[config.mk]
export PLATFORM = sky130hd
export DESIGN_NAME = raster_tgen
export DESIGN_NICKNAME = d
export VERILOG_FILES = /design/src/rtl/raster_tgen_pkg.sv /design/src/rtl/raster_cfg_shadow.sv /design/src/rtl/raster_counter.sv /design/src/rtl/raster_decode.sv /design/src/rtl/raster_tgen.sv
export SDC_FILE = /design/constraint.sdc
export NUM_CORES = 1
export LEC_CHECK = 0
export BUFFER_PORTS_ARGS = -buffer_cell sky130_fd_sc_hd__buf_2
export CORE_MARGIN = 10
export CORE_UTILIZATION = 55
export DETAILED_ROUTE_END_ITERATION = 7
export GPL_ROUTABILITY_DRIVEN = 0
export PLACE_DENSITY = 0.84
export SLEW_MARGIN = 40
export SYNTH_ARGS = -nofsm -noshare
export SYNTH_HDL_FRONTEND = slang
export SYNTH_SLANG_ARGS = --single-unit
[constraint.sdc]
create_clock -name clk -period 4.35 [get_ports clk]
set_input_delay 0.87 -clock clk [delete_from_list [all_inputs] [get_ports clk]]
set_output_delay 0.87 -clock clk [all_outputs]
set_load 0.05 [all_outputs]
[src/rtl/raster_tgen_pkg.sv]
package raster_tgen_pkg;

   // Narrowest and widest counters the library accepts
   localparam int MIN_CNT_W = 4;
   localparam int MAX_CNT_W = 16;

   // Logical (polarity-free) timing flags for one pixel position
   typedef struct packed {
      logic hs;
      logic vs;
      logic de;
      logic fld;
   } tg_flags_t;

   // Field identifiers as carried on the field flag
   typedef enum logic {
      FIELD_FIRST  = 1'b0,
      FIELD_SECOND = 1'b1
   } field_e;

   // Map an asserted/deasserted condition to a pin level (pol 1 = active low)
   function automatic logic pin_level(input logic asserted, input logic pol);
      return asserted ^ pol;
   endfunction

endpackage

[src/rtl/raster_cfg_shadow.sv]
module raster_cfg_shadow #(
   parameter int W = 8
) (
   input  logic         clk,
   input  logic         rst_n,
   input  logic         load,
   input  logic [W-1:0] d,
   output logic [W-1:0] q
);

   if (W < 1) begin : g_bad_w
      $error("raster_cfg_shadow: W must be positive");
   end

   always_ff @(posedge clk or negedge rst_n) begin
      if (!rst_n) begin
         q <= '0;
      end else if (load) begin
         q <= d;
      end
   end

   // Configuration only moves on a load strobe
   p_shadow_hold_r10 : assert property (@(posedge clk) disable iff (!rst_n)
      !load |=> $stable(q));

endmodule

[src/rtl/raster_counter.sv]
module raster_counter #(
   parameter int HCNT_W = 12,
   parameter int VCNT_W = 11
) (
   input  logic              clk,
   input  logic              rst_n,
   input  logic              run,
   input  logic [HCNT_W-1:0] line_len,
   input  logic [VCNT_W-1:0] frame_len,
   output logic [HCNT_W-1:0] h_o,
   output logic [VCNT_W-1:0] v_o,
   output logic              frame_last_o
);

   import raster_tgen_pkg::*;

   localparam logic [HCNT_W-1:0] H_ONE = HCNT_W'(1);
   localparam logic [VCNT_W-1:0] V_ONE = VCNT_W'(1);

   if (HCNT_W < MIN_CNT_W || HCNT_W > MAX_CNT_W) begin : g_bad_h
      $error("raster_counter: HCNT_W out of range");
   end
   if (VCNT_W < MIN_CNT_W || VCNT_W > MAX_CNT_W) begin : g_bad_v
      $error("raster_counter: VCNT_W out of range");
   end

   logic [HCNT_W-1:0] h_q;
   logic [VCNT_W-1:0] v_q;
   logic              line_last;

   always_comb begin
      line_last    = (h_q == line_len - H_ONE);
      frame_last_o = line_last && (v_q == frame_len - V_ONE);
   end

   always_ff @(posedge clk or negedge rst_n) begin
      if (!rst_n) begin
         h_q <= '0;
         v_q <= '0;
      end else if (!run) begin
         h_q <= '0;
         v_q <= '0;
      end else if (line_last) begin
         h_q <= '0;
         v_q <= frame_last_o ? '0 : v_q + V_ONE;
      end else begin
         h_q <= h_q + H_ONE;
      end
   end

   assign h_o = h_q;
   assign v_o = v_q;

   // Pixel counter steps by one inside a line
   p_hstep_r2 : assert property (@(posedge clk) disable iff (!rst_n)
      run && !line_last |=> h_q == $past(h_q) + H_ONE);

   // Last pixel of a line returns to pixel 0
   p_hwrap_r2 : assert property (@(posedge clk) disable iff (!rst_n)
      run && line_last |=> h_q == '0);

   // Last pixel of a frame returns to the origin
   p_vwrap_r4 : assert property (@(posedge clk) disable iff (!rst_n)
      run && frame_last_o |=> (h_q == '0 && v_q == '0));

   // Disabled raster sits at the origin
   p_idle_origin_r1 : assert property (@(posedge clk) disable iff (!rst_n)
      !run |=> (h_q == '0 && v_q == '0));

endmodule

[src/rtl/raster_decode.sv]
module raster_decode #(
   parameter int HCNT_W   = 12,
   parameter int VCNT_W   = 11,
   parameter bit ILACE_EN = 1'b1
) (
   input  logic [HCNT_W-1:0]       h,
   input  logic [VCNT_W-1:0]       v,
   input  logic [HCNT_W-1:0]       hact_beg,
   input  logic [HCNT_W-1:0]       hs_beg,
   input  logic [HCNT_W-1:0]       hs_end,
   input  logic [HCNT_W-1:0]       f1_vs_off,
   input  logic [VCNT_W-1:0]       f0_vact_beg,
   input  logic [VCNT_W-1:0]       f0_vact_end,
   input  logic [VCNT_W-1:0]       f0_vs_beg,
   input  logic [VCNT_W-1:0]       f0_vs_end,
   input  logic [VCNT_W-1:0]       f1_vact_beg,
   input  logic [VCNT_W-1:0]       f1_vact_end,
   input  logic [VCNT_W-1:0]       f1_vs_beg,
   input  logic [VCNT_W-1:0]       f1_vs_end,
   input  logic                    ilace,
   output raster_tgen_pkg::tg_flags_t flags
);

   import raster_tgen_pkg::*;

   logic h_act;
   logic h_sync;
   logic v_act_f0;
   logic v_sync_f0;
   logic second;
   logic v_act_f1;
   logic v_sync_f1;

   // Horizontal windows and first-field vertical windows
   always_comb begin
      h_act     = (h >= hact_beg);
      h_sync    = (h >= hs_beg) && (h < hs_end);
      v_act_f0  = (v >= f0_vact_beg) && (v < f0_vact_end);
      v_sync_f0 = (v >= f0_vs_beg) && (v < f0_vs_end);
   end

   if (ILACE_EN) begin : g_two_field
      logic [HCNT_W:0] mid_px;
      logic            past_rise;
      logic            before_fall;

      always_comb begin
         mid_px      = {1'b0, hs_beg} + {1'b0, f1_vs_off};
         second      = ilace && (v >= f0_vact_end);
         v_act_f1    = (v >= f1_vact_beg) && (v < f1_vact_end);
         past_rise   = (v > f1_vs_beg) ||
                       ((v == f1_vs_beg) && ({1'b0, h} >= mid_px));
         before_fall = (v < f1_vs_end) ||
                       ((v == f1_vs_end) && ({1'b0, h} < mid_px));
         v_sync_f1   = past_rise && before_fall;
      end
   end else begin : g_one_field
      assign second    = 1'b0;
      assign v_act_f1  = 1'b0;
      assign v_sync_f1 = 1'b0;
   end

   always_comb begin
      flags.hs  = h_sync;
      flags.fld = second;
      flags.de  = h_act && (second ? v_act_f1 : v_act_f0);
      flags.vs  = second ? v_sync_f1 : v_sync_f0;
   end

endmodule

[src/rtl/raster_tgen.sv]
module raster_tgen #(
   parameter int HCNT_W   = 12,
   parameter int VCNT_W   = 11,
   parameter bit ILACE_EN = 1'b1
) (
   input  logic              clk,
   input  logic              rst_n,
   input  logic              en,
   input  logic [HCNT_W-1:0] cfg_line_len,
   input  logic [HCNT_W-1:0] cfg_hact_beg,
   input  logic [HCNT_W-1:0] cfg_hs_beg,
   input  logic [HCNT_W-1:0] cfg_hs_end,
   input  logic [HCNT_W-1:0] cfg_f1_vs_off,
   input  logic [VCNT_W-1:0] cfg_f0_vact_beg,
   input  logic [VCNT_W-1:0] cfg_f0_vact_end,
   input  logic [VCNT_W-1:0] cfg_f0_vs_beg,
   input  logic [VCNT_W-1:0] cfg_f0_vs_end,
   input  logic [VCNT_W-1:0] cfg_f1_vact_beg,
   input  logic [VCNT_W-1:0] cfg_f1_vact_end,
   input  logic [VCNT_W-1:0] cfg_f1_vs_beg,
   input  logic [VCNT_W-1:0] cfg_f1_vs_end,
   input  logic              cfg_hs_pol,
   input  logic              cfg_vs_pol,
   input  logic              cfg_ilace,
   output logic              hsync_o,
   output logic              vsync_o,
   output logic              de_o,
   output logic              field_o
);

   import raster_tgen_pkg::*;

   localparam int H_FIELDS = 5;
   localparam int V_FIELDS = 8;
   localparam int FLAG_BITS = 3;
   localparam int CFG_W = H_FIELDS * HCNT_W + V_FIELDS * VCNT_W + FLAG_BITS;

   if (HCNT_W < MIN_CNT_W || HCNT_W > MAX_CNT_W) begin : g_bad_h
      $error("raster_tgen: HCNT_W out of range");
   end
   if (VCNT_W < MIN_CNT_W || VCNT_W > MAX_CNT_W) begin : g_bad_v
      $error("raster_tgen: VCNT_W out of range");
   end

   // ---------------- configuration shadow ----------------
   logic [CFG_W-1:0] cfg_bus;
   logic [CFG_W-1:0] cfg_q;
   logic             frame_last;
   logic             shadow_load;

   logic [HCNT_W-1:0] s_line_len, s_hact_beg, s_hs_beg, s_hs_end, s_f1_vs_off;
   logic [VCNT_W-1:0] s_f0_vact_beg, s_f0_vact_end, s_f0_vs_beg, s_f0_vs_end;
   logic [VCNT_W-1:0] s_f1_vact_beg, s_f1_vact_end, s_f1_vs_beg, s_f1_vs_end;
   logic              s_hs_pol, s_vs_pol, s_ilace;

   assign cfg_bus = {cfg_line_len, cfg_hact_beg, cfg_hs_beg, cfg_hs_end, cfg_f1_vs_off,
                     cfg_f0_vact_beg, cfg_f0_vact_end, cfg_f0_vs_beg, cfg_f0_vs_end,
                     cfg_f1_vact_beg, cfg_f1_vact_end, cfg_f1_vs_beg, cfg_f1_vs_end,
                     cfg_hs_pol, cfg_vs_pol, cfg_ilace};

   assign {s_line_len, s_hact_beg, s_hs_beg, s_hs_end, s_f1_vs_off,
           s_f0_vact_beg, s_f0_vact_end, s_f0_vs_beg, s_f0_vs_end,
           s_f1_vact_beg, s_f1_vact_end, s_f1_vs_beg, s_f1_vs_end,
           s_hs_pol, s_vs_pol, s_ilace} = cfg_q;

   // Load while idle, and on the wrap out of the last pixel of a frame
   assign shadow_load = !en || frame_last;

   raster_cfg_shadow #(
      .W (CFG_W)
   ) u_shadow (
      .clk   (clk),
      .rst_n (rst_n),
      .load  (shadow_load),
      .d     (cfg_bus),
      .q     (cfg_q)
   );

   // ---------------- raster counters ----------------
   logic              ilace_eff;
   logic [VCNT_W-1:0] frame_len;
   logic [HCNT_W-1:0] h_cnt;
   logic [VCNT_W-1:0] v_cnt;

   assign ilace_eff = ILACE_EN && s_ilace;
   assign frame_len = ilace_eff ? s_f1_vact_end : s_f0_vact_end;

   raster_counter #(
      .HCNT_W (HCNT_W),
      .VCNT_W (VCNT_W)
   ) u_counter (
      .clk          (clk),
      .rst_n        (rst_n),
      .run          (en),
      .line_len     (s_line_len),
      .frame_len    (frame_len),
      .h_o          (h_cnt),
      .v_o          (v_cnt),
      .frame_last_o (frame_last)
   );

   // ---------------- window decode ----------------
   tg_flags_t flags;

   raster_decode #(
      .HCNT_W   (HCNT_W),
      .VCNT_W   (VCNT_W),
      .ILACE_EN (ILACE_EN)
   ) u_decode (
      .h           (h_cnt),
      .v           (v_cnt),
      .hact_beg    (s_hact_beg),
      .hs_beg      (s_hs_beg),
      .hs_end      (s_hs_end),
      .f1_vs_off   (s_f1_vs_off),
      .f0_vact_beg (s_f0_vact_beg),
      .f0_vact_end (s_f0_vact_end),
      .f0_vs_beg   (s_f0_vs_beg),
      .f0_vs_end   (s_f0_vs_end),
      .f1_vact_beg (s_f1_vact_beg),
      .f1_vact_end (s_f1_vact_end),
      .f1_vs_beg   (s_f1_vs_beg),
      .f1_vs_end   (s_f1_vs_end),
      .ilace       (ilace_eff),
      .flags       (flags)
   );

   // ---------------- output register ----------------
   always_ff @(posedge clk or negedge rst_n) begin
      if (!rst_n) begin
         hsync_o <= 1'b0;
         vsync_o <= 1'b0;
         de_o    <= 1'b0;
         field_o <= FIELD_FIRST;
      end else if (!en) begin
         hsync_o <= pin_level(1'b0, s_hs_pol);
         vsync_o <= pin_level(1'b0, s_vs_pol);
         de_o    <= 1'b0;
         field_o <= FIELD_FIRST;
      end else begin
         hsync_o <= pin_level(flags.hs, s_hs_pol);
         vsync_o <= pin_level(flags.vs, s_vs_pol);
         de_o    <= flags.de;
         field_o <= flags.fld;
      end
   end

   // Disabled: no enable, first field, hsync at its resting level
   p_idle_out_r1 : assert property (@(posedge clk) disable iff (!rst_n)
      !en |=> (!de_o && !field_o && hsync_o == $past(s_hs_pol)));

   // Data-enable never before the horizontal active start
   p_de_hact_r3 : assert property (@(posedge clk) disable iff (!rst_n)
      de_o |-> $past(h_cnt) >= $past(s_hact_beg));

   // Second field only exists in interlaced mode
   p_field_prog_r7 : assert property (@(posedge clk) disable iff (!rst_n)
      field_o |-> $past(s_ilace));

   // Second-field data-enable lies inside the second active window
   p_f1_de_win_r8 : assert property (@(posedge clk) disable iff (!rst_n)
      (de_o && field_o) |-> ($past(v_cnt) >= $past(s_f1_vact_beg) &&
                             $past(v_cnt) <  $past(s_f1_vact_end)));

   // First-field data-enable lies inside the first active window
   p_f0_de_win_r5 : assert property (@(posedge clk) disable iff (!rst_n)
      (de_o && !field_o) |-> ($past(v_cnt) >= $past(s_f0_vact_beg) &&
                              $past(v_cnt) <  $past(s_f0_vact_end)));

endmodule

==> run_results.csv <==
group,metric,value,unit
outcome,run_status,"completed",
sta,max_freq,0.249,GHz
floorplanning,initial_core_util,56.0,%
synth,syn_area_per_cell,10.6,um2
detailed_routing,drc,0,
floorplanning,io_pins,158,
global_route,grt_remaining_overflow,0,
global_route,grt_pass1_vias,9802,
cells_and_area,multi_input_area,0.00665,mm2
synth,synth-seq-cells,178,
critical_path,worst_path_most_repeated_cell,"a211oi_1",
detailed_routing,drt_iter0_markers,551,
sta,slew_headroom,52.4,%
power_and_ir_drop,powerDensity,322,mW/mm2
global_route,grt_pass1_wl,49.7,mm
critical_path,path_max_fanout,4,
cells_and_area,mostFrequentLayoutCells,"178 x dfrtp_1, 156 x buf_2, 149 x ha_1",
sta,rsz0062_at_grt,"false",
cells_and_area,fin_nets,1577,
cts,clkLatencyLatePin,450,ps
cts,clock-sinks,178,
cts,clockBufferDepth,2,
job,cap_violations,0,
critical_path,reg2reg_from,"u_shadow.q[92]",
critical_path,crit_required,4700,ps
cells_and_area,register_area,0.00445,mm2
critical_path,crit_family,"compound AO/OA/AOI/OAI gates",
worst_hold_path,holdCritPathClass,"input port to asynchronous set/reset pin",
sta,hold_violations,0,
floorplanning,die_w,166,um
sta,setup_viol,0,
sta,tns,0,ps
detailed_routing,wl_per_cell,19.2,um
cells_and_area,fill_cells,1627,
cts,cts_hold_buf,0,
floorplanning,fp-row-count,53,
synth,synthFlopType,"dfrtp_1",
sta,finalCritPeriodShare,92.1,%
power_and_ir_drop,p_total,4.33,mW
critical_path,critPathKind,"flip-flop to flip-flop",
cts,clk_pin_slew,70,ps
critical_path,regToRegSetupSlack,340,ps
critical_path,cp_slowest_cell,"dfrtp_1",
cts,cts_root_buf,"clkbuf_16",
synth,synth_edf_count,0,
cts,cts_resized,0,
critical_path,rr_endpoint,"vsync_o",
cells_and_area,layout_commonest_cell,"dfrtp_1",
cells_and_area,final_cells,1561,
cts,cts_tree,"done",
cts,cts_setup_buffers,0,
global_route,antenna_found_initial,0,
place,placedCellCount,1529,
synth,synth_nets,1417,
sta,tightest_slew,696,ps
cells_and_area,n_antenna_cell,0,
cells_and_area,syn2layout_area_growth,14.0,%
place,dp_hpwl,21.9,mm
synth,yosys_warnings,0,
critical_path,path_cells,"ha_1 -> a21o_1 -> a21oi_1 -> nor2b_1 -> o41ai_1 -> o311a_1 -> a21oi_1 -> xnor2_1 -> ha_1 -> and3_1 -> a221oi_1 -> and2_1 -> a211oi_1 -> a211oi_1 -> o211ai_1 -> a211oi_1",
critical_path,r2r_cells,16,
global_route,grtUsageTotal,21.7,%
critical_path,cp.buffers_inverters,0,
floorplanning,die_h,166,um
floorplanning,die_area,0.0277,mm2
detailed_routing,dr.pass1.iters,5,
critical_path,cpPeakStageDelay,400,ps
synth,async_reset_ff_share,100,%
place,io_buffers,157,
detailed_routing,ant_nets,0,
critical_path,worst_ep_arrival_time,4360,ps
power_and_ir_drop,power.leakage,6.84,nW
synth,synth_cells,1113,
cts,cts_buffers,17,
synth,ys_seq_area_share,37.8,%
cells_and_area,drive_above_1_share,21.5,%
global_route,grt_max_degree,87,
critical_path,critical_path.startpoint_type,"flip-flop",
sta,finClkSkew,14.6,ps
sta,final-max-slew-violation-count,0,
critical_path,critPathCaptureType,"flip-flop",
detailed_routing,num_vias,9147,
synth,ys_types,69,
synth,mappedNetlistArea,0.0118,mm2
cts,cts_htree_levels,4,
detailed_routing,wl,29.9,mm
sta,min_period,4010,ps
power_and_ir_drop,irDropWorstVdd,242,uV
detailed_routing,vias_per_cell,5.86,
floorplanning,design.core.area,0.0211,mm2
worst register-to-register path, stage by stage (launching register included):
cell and delay (ps):
dfrtp_1 400, ha_1 300, a21o_1 180, a21oi_1 240, nor2b_1 110, o41ai_1 380
o311a_1 270, a21oi_1 100, xnor2_1 180, ha_1 270, and3_1 230, a221oi_1 310
and2_1 190, a211oi_1 70, a211oi_1 350, o211ai_1 130, a211oi_1 200
cell usage after synthesis (27+ instances only):
cell type / n / area (um2)
nor2_1: 43 / 161
inv_1: 123 / 462
nand4_1: 27 / 169
mux2_2: 61 / 687
ha_1: 149 / 1860
nand2_1: 37 / 139
mux2_1: 90 / 1010
xnor2_1: 29 / 254
nand3_1: 27 / 135
dfrtp_1: 178 / 4450
a21oi_1: 43 / 215
metal layers:
layer,up-vias,track usage (%),wire [um]
li1,4324,-,-
met1,4430,26.4,12800
met2,310,35.8,14200
met3,83,5.04,1850
met4,0,9.58,1020
met5,-,0,0
how the worst max path moves through the flow:
stage / depth (start not counted) / from / slack, ps / endpoint
floorplan: 13 / u_shadow.q[0] / 540 / u_shadow.q[0]
global placement: 16 / u_shadow.q[92] / 540 / vsync_o
detailed placement: 10 / u_shadow.q[0] / 470 / u_shadow.q[64]
CTS: 16 / u_shadow.q[92] / 390 / vsync_o
global route: 16 / u_shadow.q[92] / 70 / vsync_o
finish: 16 / u_shadow.q[92] / 340 / vsync_o
where the power goes:
group / leakage, nW / switching, mW / internal (mW)
Combinational: 4.42 / 0.441 / 0.408
Clock: 0.282 / 0.682 / 0.877
Sequential: 2.13 / 0.122 / 1.80
Total: 6.84 / 1.24 / 3.08
layout make-up:
| class | count | area share (%) |
|---|---|---|
| Clock buffer | 20 | 3.40 |
| Clock inverter | 12 | 0.986 |
| Inverter | 123 | 3.43 |
| Multi-Input combinational cell | 781 | 49.5 |
| Sequential cell | 178 | 33.1 |
| Tap cell | 275 | 2.56 |
| Timing Repair Buffer | 172 | 7.01 |
cell families (layout without fill, tap and decap cells):
family                     after synthesis  after routing  share of synthesized area [%]
adders and majority gates              150            150                           16.0
AOI/OAI and AO/OA                      179            179                           10.5
muxes                                  161            161                           15.3
and+or+nand+nor                        239            239                           10.8
xor gates and xnor gates                52             52                           3.86
DFF                                    178            178                           37.8
buffers and inverters                  154            327                           5.90
state kept, by name (all words and copies together), names as in the netlist:
name,count
u_counter.v_o,11
vsync_o,1
de_o,1
u_counter.h_o,12
u_shadow.q,151
field_o,1
hsync_o,1
through the flow:
stage | worst slack (ps) | utilization, % | instance area [um2] | hold WS [ps]
finish | 342 | 63.8 | 13400 | 449
floorplan | 537 | - | 11800 | 440
global placement | 540 | 61.0 | 12900 | 464
CTS | 395 | 63.8 | 13400 | 481
detailed placement | 473 | 61.0 | 12900 | 475
global route | 67.1 | 63.8 | 13400 | 508
Power figures use the tool's default switching activity.
